<file path="config.mk">
export PLATFORM = sky130hd
export DESIGN_NAME = heat_pingpong_ctrl
export DESIGN_NICKNAME = d
export VERILOG_FILES = /design/src/rtl/hp_pkg.sv /design/src/rtl/hp_period_trigger.sv /design/src/rtl/hp_swap_fsm.sv /design/src/rtl/hp_unit_ctl.sv /design/src/rtl/hp_sat_count.sv /design/src/rtl/heat_pingpong_ctrl.sv
export SDC_FILE = /design/constraint.sdc
export NUM_CORES = 1
export LEC_CHECK = 0
export ABC_AREA = 1
export BUFFER_PORTS_ARGS = -buffer_cell sky130_fd_sc_hd__buf_2
export CORE_ASPECT_RATIO = 0.75
export CORE_MARGIN = 5
export CORE_UTILIZATION = 60
export CTS_BUF_LIST = sky130_fd_sc_hd__clkbuf_4
export DETAILED_ROUTE_END_ITERATION = 7
export PLACE_DENSITY = 0.88
export SLEW_MARGIN = 20
export SYNTH_ARGS = -nofsm -noshare
export SYNTH_HDL_FRONTEND = slang
export SYNTH_SLANG_ARGS = --single-unit
</file>
<file path="constraint.sdc">
create_clock -name clk -period 4.7 [get_ports clk]
set_input_delay 0.235 -clock clk [delete_from_list [all_inputs] [get_ports clk]]
set_output_delay 0.235 -clock clk [all_outputs]
set_load 0.02 [all_outputs]
</file>
<file path="src/rtl/hp_pkg.sv">
package hp_pkg;

    localparam int NUM_UNITS = 2;

    typedef enum logic [1:0] {
        ST_RUN       = 2'd0,
        ST_DRAIN     = 2'd1,
        ST_COPY_REQ  = 2'd2,
        ST_COPY_WAIT = 2'd3
    } swap_state_e;

    typedef enum logic {
        TRIG_PERIODIC = 1'b0,
        TRIG_THERMAL  = 1'b1
    } trig_mode_e;

    typedef struct packed {
        logic en;
        logic gate;
    } unit_ctl_t;

    function automatic logic partner(input logic idx);
        return ~idx;
    endfunction

    function automatic logic is_migrating(input swap_state_e s);
        return s != ST_RUN;
    endfunction

endpackage

</file>
<file path="src/rtl/hp_period_trigger.sv">
module hp_period_trigger
    import hp_pkg::*;
#(
    parameter int PERIOD_W = 32,
    parameter int TEMP_W   = 10
) (
    input  logic                                 clk,
    input  logic                                 rst,
    input  logic                                 run_i,
    input  trig_mode_e                           mode_i,
    input  logic [PERIOD_W-1:0]                  period_i,
    input  logic [TEMP_W-1:0]                    threshold_i,
    input  logic [NUM_UNITS-1:0][TEMP_W-1:0]     temps_i,
    input  logic                                 active_i,
    output logic                                 fire_o
);

    localparam int CW = PERIOD_W + 1;

    logic [PERIOD_W-1:0] cnt_q;
    logic [CW-1:0]       cnt_next_ext;
    logic                enabled;
    logic                period_hit;
    logic                too_hot;
    logic [TEMP_W-1:0]   temp_act;

    assign enabled      = (period_i != '0);
    assign cnt_next_ext = {1'b0, cnt_q} + CW'(1);
    assign period_hit   = (cnt_next_ext >= {1'b0, period_i});
    assign temp_act     = temps_i[active_i];
    assign too_hot      = (temp_act > threshold_i);

    always_comb begin
        fire_o = 1'b0;
        if (run_i && enabled) begin
            fire_o = (mode_i == TRIG_THERMAL) ? too_hot : period_hit;
        end
    end

    always_ff @(posedge clk) begin
        if (rst || !run_i || fire_o) begin
            cnt_q <= '0;
        end else if (!period_hit) begin
            cnt_q <= cnt_q + 1'b1;
        end
    end

    // the run-cycle count never reaches a steady nonzero period
    p_count_bound_r3: assert property (@(posedge clk) disable iff (rst)
        (run_i && enabled && $stable(period_i)) |-> (cnt_q < period_i));

endmodule

</file>
<file path="src/rtl/hp_swap_fsm.sv">
module hp_swap_fsm
    import hp_pkg::*;
(
    input  logic        clk,
    input  logic        rst,
    input  logic        fire_i,
    input  logic        drain_done_i,
    input  logic        copy_ready_i,
    input  logic        copy_done_i,
    output swap_state_e state_o,
    output logic        active_o,
    output logic        handover_o
);

    swap_state_e state_q;
    swap_state_e state_d;
    logic        active_q;

    assign handover_o = (state_q == ST_COPY_WAIT) && copy_done_i;

    always_comb begin
        state_d = state_q;
        unique case (state_q)
            ST_RUN:       if (fire_i)       state_d = ST_DRAIN;
            ST_DRAIN:     if (drain_done_i) state_d = ST_COPY_REQ;
            ST_COPY_REQ:  if (copy_ready_i) state_d = ST_COPY_WAIT;
            ST_COPY_WAIT: if (copy_done_i)  state_d = ST_RUN;
            default:                        state_d = ST_RUN;
        endcase
    end

    always_ff @(posedge clk) begin
        if (rst) begin
            state_q  <= ST_RUN;
            active_q <= 1'b0;
        end else begin
            state_q <= state_d;
            if (handover_o) begin
                active_q <= partner(active_q);
            end
        end
    end

    assign state_o  = state_q;
    assign active_o = active_q;

    // draining lasts until the drain-done input is seen
    p_wait_drain_r6: assert property (@(posedge clk) disable iff (rst)
        (state_q == ST_DRAIN && !drain_done_i) |=> (state_q == ST_DRAIN));

    // the copy request is held until accepted
    p_valid_hold_r7: assert property (@(posedge clk) disable iff (rst)
        (state_q == ST_COPY_REQ && !copy_ready_i) |=> (state_q == ST_COPY_REQ));

    // every handover flips the working unit
    p_alternate_r9: assert property (@(posedge clk) disable iff (rst)
        handover_o |=> (active_q != $past(active_q)));

    // mid-move, nothing but the done pulse ends the move
    p_ignore_midswap_r10: assert property (@(posedge clk) disable iff (rst)
        (state_q != ST_RUN && !handover_o) |=> ($stable(active_q) && state_q != ST_RUN));

endmodule

</file>
<file path="src/rtl/hp_unit_ctl.sv">
module hp_unit_ctl
    import hp_pkg::*;
(
    input  swap_state_e          state_i,
    input  logic                 active_i,
    output logic [NUM_UNITS-1:0] unit_en_o,
    output logic [NUM_UNITS-1:0] unit_gate_o,
    output logic                 stall_o,
    output logic                 copy_valid_o
);

    logic gate_idle_phase;

    assign gate_idle_phase = (state_i == ST_RUN) || (state_i == ST_DRAIN);
    assign stall_o         = is_migrating(state_i);
    assign copy_valid_o    = (state_i == ST_COPY_REQ);

    for (genvar u = 0; u < NUM_UNITS; u++) begin : g_unit
        unit_ctl_t ctl;
        always_comb begin
            ctl.en   = (active_i == 1'(u));
            ctl.gate = !ctl.en && gate_idle_phase;
        end
        assign unit_en_o[u]   = ctl.en;
        assign unit_gate_o[u] = ctl.gate;
    end

endmodule

</file>
<file path="src/rtl/hp_sat_count.sv">
module hp_sat_count #(
    parameter int W = 8
) (
    input  logic         clk,
    input  logic         rst,
    input  logic         inc_i,
    output logic [W-1:0] count_o
);

    localparam logic [W-1:0] MAX = '1;

    always_ff @(posedge clk) begin
        if (rst) begin
            count_o <= '0;
        end else if (inc_i && count_o != MAX) begin
            count_o <= count_o + 1'b1;
        end
    end

    // once full, the count stays full
    p_saturate_r11: assert property (@(posedge clk) disable iff (rst)
        (count_o == MAX) |=> (count_o == MAX));

    // the count only ever steps up by one
    p_step_r11: assert property (@(posedge clk) disable iff (rst)
        (count_o != $past(count_o)) |-> (count_o == $past(count_o) + W'(1)));

endmodule

</file>
<file path="src/rtl/heat_pingpong_ctrl.sv">
module heat_pingpong_ctrl
    import hp_pkg::*;
#(
    parameter int PERIOD_W = 32,
    parameter int TEMP_W   = 10,
    parameter int CNT_W    = 8
) (
    input  logic                 clk,
    input  logic                 rst,
    input  logic                 trig_sensor_i,
    input  logic [PERIOD_W-1:0]  period_i,
    input  logic [TEMP_W-1:0]    threshold_i,
    input  logic [TEMP_W-1:0]    temp0_i,
    input  logic [TEMP_W-1:0]    temp1_i,
    input  logic                 drain_done_i,
    input  logic                 copy_ready_i,
    input  logic                 copy_done_i,
    output logic                 issue_stall_o,
    output logic [1:0]           unit_en_o,
    output logic [1:0]           unit_gate_o,
    output logic                 copy_valid_o,
    output logic                 copy_src_o,
    output logic                 active_o,
    output logic [CNT_W-1:0]     mig_count_o
);

    trig_mode_e                          mode;
    logic [NUM_UNITS-1:0][TEMP_W-1:0]    temps;
    swap_state_e                         state;
    logic                                fire;
    logic                                handover;
    logic                                active;
    logic                                in_run;

    assign mode   = trig_mode_e'(trig_sensor_i);
    assign temps  = {temp1_i, temp0_i};
    assign in_run = (state == ST_RUN);

    hp_period_trigger #(
        .PERIOD_W (PERIOD_W),
        .TEMP_W   (TEMP_W)
    ) i_trig (
        .clk         (clk),
        .rst         (rst),
        .run_i       (in_run),
        .mode_i      (mode),
        .period_i    (period_i),
        .threshold_i (threshold_i),
        .temps_i     (temps),
        .active_i    (active),
        .fire_o      (fire)
    );

    hp_swap_fsm i_fsm (
        .clk          (clk),
        .rst          (rst),
        .fire_i       (fire),
        .drain_done_i (drain_done_i),
        .copy_ready_i (copy_ready_i),
        .copy_done_i  (copy_done_i),
        .state_o      (state),
        .active_o     (active),
        .handover_o   (handover)
    );

    hp_unit_ctl i_units (
        .state_i      (state),
        .active_i     (active),
        .unit_en_o    (unit_en_o),
        .unit_gate_o  (unit_gate_o),
        .stall_o      (issue_stall_o),
        .copy_valid_o (copy_valid_o)
    );

    hp_sat_count #(
        .W (CNT_W)
    ) i_count (
        .clk     (clk),
        .rst     (rst),
        .inc_i   (handover),
        .count_o (mig_count_o)
    );

    assign active_o   = active;
    assign copy_src_o = active;

    // reset leaves unit 0 in charge with a cleared count
    p_reset_state_r1: assert property (@(posedge clk)
        rst |=> (active_o == 1'b0 && mig_count_o == '0 && !issue_stall_o));

    // exactly one unit enabled at all times
    p_one_enabled_r2: assert property (@(posedge clk) disable iff (rst)
        $countones(unit_en_o) == 1);

    // outside a move the idle unit is gated
    p_idle_gated_r2: assert property (@(posedge clk) disable iff (rst)
        !issue_stall_o |-> (unit_gate_o == ~unit_en_o));

    // a zero period keeps the block running where it is
    p_zero_period_r4: assert property (@(posedge clk) disable iff (rst)
        (!issue_stall_o && period_i == '0) |=> !issue_stall_o);

    // a hot working unit starts a move in sensor mode
    p_thermal_fire_r5: assert property (@(posedge clk) disable iff (rst)
        (trig_sensor_i && !issue_stall_o && period_i != '0 &&
         ((active_o ? temp1_i : temp0_i) > threshold_i)) |=> issue_stall_o);

    // stall release coincides with a change of working unit
    p_stall_release_r8: assert property (@(posedge clk) disable iff (rst)
        $fell(issue_stall_o) |-> (active_o != $past(active_o)));

    for (genvar u = 0; u < NUM_UNITS; u++) begin : g_gate_chk
        // a unit is gated off only after the copy-done pulse
        p_gate_after_done_r8: assert property (@(posedge clk) disable iff (rst)
            $rose(unit_gate_o[u]) |-> $past(copy_done_i));
    end

    // status names the enabled unit
    p_status_r12: assert property (@(posedge clk) disable iff (rst)
        unit_en_o == (active_o ? 2'b10 : 2'b01));

endmodule

</file>
# Yosys cells after proc, flatten, opt, wreduce, memory -nomap -nowiden
# Index checks and enable logic that the tools add are counted.
# Widths: inputs -> output; s select.
# classes
add_sub_neg,3
magnitude_cmp,3
n_eq_ne,8
muxes,9
bitwise,1
reduce_logical,14
# op_table
op,n
$add 32x1->33 const B,1
$ge 33x32->1,1
$add 32x1->32 const B,1
$reduce_bool 32->1,1
$mux 10,2
$gt 10x10->1,1
$add 8x1->8 const B,1
$mux 2,4
$ne 2x2->1 const B,4
$ne 8x8->1 const B,1
$pmux 2 s4,1
$logic_and 1x1->1,5
$eq 2x2->1 const B,2
$reduce_and 4->1,1
$logic_or 1x1->1,3
$eq 2x1->1 const B,1
$logic_not 1->1,2
$logic_not 2->1,1
$lt 1x2->1 const B,1
$mux 1,2
$reduce_bool 2->1,1
$not 1->1,1
# word_totals
regBits,43
input_bits,68

# Logic depth before layout (Yosys ltp)
# depth
depth_word,7
depth_mapped,27

# Cells and area by module
# Synthesis repeated with hierarchy kept, for this count alone.
# unflattened
hier_cells,689
hier_area_um2,4300.4
# modules_own_cells
module,n_inst,cells_per_inst,area_per_inst_um2,seq_area_each_um2
hp_period_trigger,1,567,3533.4,640.6
hp_sat_count,1,77,484.2,160.2
hp_swap_fsm,1,35,235.2,60.1
hp_unit_ctl,1,8,36.3,0.0
heat_pingpong_ctrl,1,2,11.3,0.0

# Worst setup path after synthesis
# OpenSTA, ideal clock, no wires.
# synth_path
kind,flip-flop to flip-flop
startpoint,reg i_trig.cnt_q[0]
endpoint,reg i_trig.cnt_q[0]
setup_time_ps,115
t_arrival_ps,2744
slack_ps,1841
stages_incl_launch_ff,26
path_buffers,1
period_less_slack_ps,2859
path_cell_list,dfxtp_1 -> ha_1 -> nand2_1 -> nor2_2 -> nand2_1 -> nor2_2 -> nand3_1 -> inv_1 -> nand3_1 -> nor2_1 -> nand2_1 -> nand2_1 -> inv_1 -> ha_1 -> nand2_1 -> nor2_1 -> nand2_1 -> nor2_1 -> nand2_1 -> inv_1 -> nand2_1 -> nand3_1 -> nand2_2 -> nand3_4 -> buf_6 -> a21oi_2
# synth_between
elab_chain_cells,5
word_cells_on_any_way,6
cone_classes,add/sub: 2; order compare: 1; mux: 2; reduce/logical: 1
# synth_lines
item,line_no,rtl
"start, declared",hp_period_trigger.sv:20,logic [PERIOD_W-1:0] cnt_q;
"start signal, assigned",hp_period_trigger.sv:44,cnt_q <= cnt_q + 1'b1;
$add 32x1->33 (*),hp_period_trigger.sv:28,"assign cnt_next_ext = {1'b0, cnt_q} + CW'(1);"
named net i_trig.cnt_next_ext[22],hp_period_trigger.sv:21,logic [CW-1:0] cnt_next_ext;
$ge 33x32->1 (*),hp_period_trigger.sv:29,"assign period_hit = (cnt_next_ext >= {1'b0, period_i});"
$mux 1,hp_period_trigger.sv:36,fire_o = (mode_i == TRIG_THERMAL) ? too_hot : period_hit;
$mux 1,hp_period_trigger.sv:35,if (run_i && enabled) begin
$logic_or 1x1->1,hp_period_trigger.sv:41,if (rst || !run_i || fire_o) begin
# The timed path passes the listed nets; every way through them passes the cells marked *.
# A chain may end at the register's enable or synchronous reset.

# Worst setup path after layout
# layout_path
startpoint,reg i_trig.cnt_q[0]
endpoint,reg i_trig.cnt_q[29]
# Same word-level chain as after synthesis.

==> impl_metrics.tcl <==
set metrics [dict create \
    portBuffers 83 \
    multi_input_area_um2 2680 \
    synth_edf_count 0 \
    grt_setup_unrepaired "no" \
    start_kind "flip-flop" \
    ys_types 33 \
    fin_crit_sh_pct 81.4 \
    first_global_vias 3895 \
    drt-initial-drc-count 367 \
    drt-total-wl_mm 10.9 \
    nFillCells 555 \
    routedWlPerCell_um 14.1 \
    path_clk_slew_ns 0.13 \
    final_util_pct 70.4 \
    ff_latch_area_um2 861 \
    drv_slew 0 \
    setup_violations 0 \
    peakVddDrop_mv 0.146 \
    cts_hold_buf 0 \
    crit_arrival_ns 4.12 \
    crit_slowest_cell "dfxtp_1" \
    synthTopCellsByArea "dfxtp_1 21%, nand2_1 17%, ha_1 15%, inv_1 9.6%, a21oi_2 6.5%" \
    end_kind "flip-flop" \
    die_y_um 81.0 \
    yosysTopAreaCellShare_pct 21.4 \
    clock_skew_ns 0.0164 \
    grt_pass1_wl_mm 18.0 \
    syn-mean-instance-area_um2 6.52 \
    yosysTopAreaCell "dfxtp_1" \
    antenna_found_initial 0 \
    dieArea_um2 8470 \
    antenna_cells 0 \
    maxCapViolCount 0 \
    worst_slack_ns 0.874 \
    worst_pin_slew_ns 0.600 \
    ys_async_sr_fraction_pct 0 \
    outcome "complete, no violations" \
    hold_path.class "input port to flip-flop" \
    cts.sinks 43 \
    nets 811 \
    hpwlAfterDp_mm 8.86 \
    drc_errors 0 \
    die_w_um 105 \
    cts_resized 0 \
    grt_max_degree 34 \
    slew_headroom_pct 59.7 \
    cp_cell_sequence "ha_1 > nand2_1 > nor2_2 > nand2_1 > nor2_2 > nand3_1 > inv_1 > nand3_1 > xor2_1 > inv_1 > ha_1 > nand2_1 > a21oi_1 > o21ai_0 > a21oi_1 > nor2_1 > nand3_1 > nand2_2 > nand3_4 > a21oi_1" \
    initial_core_util_pct 62.8 \
    ys_seq_area_share_pct 21.4 \
    cts_setup_buffers 0 \
    synth_ff_type "dfxtp_1" \
    vias_per_cell 5.41 \
    numCtsBuffers 5 \
    htreeDepth 2 \
    netlist_area_um2 4030 \
    powerDensity_nw_per_um2 189 \
    clk_latency_ns 0.36 \
    cts_root_buf "clkbuf_4" \
    fmax_mhz 261 \
    path_class "flip-flop to flip-flop" \
    synthCells 618 \
    leakage_nw 2.25 \
    area_delta_synth_final_pct 12.0 \
    num_vias 4202 \
    place_congestion 0.936 \
    tns_ns 0 \
    ys_warn_count 0 \
    drive_gt1_share_pct 19.8 \
    synth_seq_cells 43 \
    dr.pass1.iters 5 \
    clockBufferDepth 2 \
    cts_tree "done" \
    place_ws_ns 1.03 \
    critPathRequiredTime_ns 4.99 \
    finalCriticalPeriod_ns 3.83 \
    core_um2 6410 \
    track_usage_pct 25.8 \
    rows 25 \
    grt-ovfl-total 0 \
    syn-num-nets 734 \
    antenna_left 0 \
    top_level_ports 84 \
    hold_viol 0 \
    crit_fanout 32 \
    slowest_delay_ns 0.43 \
]
## per-layer routing
metal / vias to the layer above / global-route usage, % / wire, µm
met5: - / 0 / 0
met4: 0 / 5.24 / 164
met3: 17 / 5.72 / 973
met2: 175 / 44.2 / 4940
met1: 1900 / 33.8 / 4870
li1: 2110 / - / -
## critical path, delay by kind of cell, from the launching register on
kind                       cells  cell delay [ns]
xor gates and xnor gates       1             0.15
DFF                            1             0.43
and+or+nand+nor               11             1.65
buffers and inverters          2             0.23
AOI/OAI and AO/OA              4             0.75
adders and majority gates      2             0.50
## power by group
group	internal, mW	leakage (nW)	switching, mW	total, mW
Clock	0.0701	0.0361	0.124	0.194
Combinational	0.0966	1.86	0.171	0.268
Sequential	0.377	0.347	0.0151	0.392
## cell families after synthesis
kind of cell	Yosys count	synth area share [%]
flops	43	21.4
compound gates	82	13.4
buf+inv	119	12.2
mux	1	0.248
xor+xnor	27	5.87
fa+ha+maj	48	14.9
simple gates	298	32.0
## area by class of cell
type	count	area share (%)
tap	81	2.25
clock inverter	1	0.111
timing repair buffer	84	9.37
inverter	105	8.73
multi-input combinational	456	59.3
sequential	43	19.1
clock buffer	7	1.16
## registers in the layout, indices dropped and copies added, names as in the netlist
| signal | count |
|---|---|
| i_trig.cnt_q | 32 |
| i_count.count_o | 8 |
| i_fsm.state_o | 2 |
| i_fsm.active_o | 1 |
## per-stage QoR
stage | cells | hold WS [ns] | instance area, µm² | total power, mW
after global placement | 769 | 0.415 | 4460 | 0.653
after floorplan | 618 | 0.313 | 4030 | 0.593
final | 777 | 0.0399 | 4510 | 0.854
after CTS | 777 | 0.0334 | 4510 | 0.860
after detailed placement | 769 | 0.423 | 4460 | 0.667
after global routing | 777 | 0.0353 | 4510 | 0.913
## worst paths after layout
kind / cells after the start / endpoint / slack, ns / start
worst max-delay path: 20 / i_trig.cnt_q[29] / 0.87 / i_trig.cnt_q[0]
worst min-delay path: 2 / i_count.count_o[7] / 0.04 / rst
worst max register to register: 20 / i_trig.cnt_q[29] / 0.87 / i_trig.cnt_q[0]
worst min register to register: 1 / i_count.count_o[0] / 0.50 / i_count.count_o[0]
## synth_stat cells, drive strengths merged (2+ instances only)
| cell type | count |
|---|---|
| nand3 | 28 |
| dfxtp | 43 |
| o21a | 2 |
| nand4 | 13 |
| clkbuf | 3 |
| xnor2 | 12 |
| a21oi | 63 |
| a21o | 2 |
| nor3 | 7 |
| and2 | 2 |
| ha | 48 |
| buf | 11 |
| o21ai | 13 |
| xor2 | 15 |
| nor2 | 49 |
| inv | 105 |
| nor4 | 10 |
| nand2 | 187 |
## placed cells by master (no fill, tap or decap), drive strengths merged, types with 7 or more instances in the layout
cell / instances
nor4: 10
nor2: 49
nand2: 187
clkbuf: 7
xnor2: 12
nand3: 28
a21oi: 63
buf: 84
dfxtp: 43
nor3: 7
nand4: 13
ha: 48
o21ai: 13
xor2: 15
inv: 105
Power figures use the tool's default switching activity.
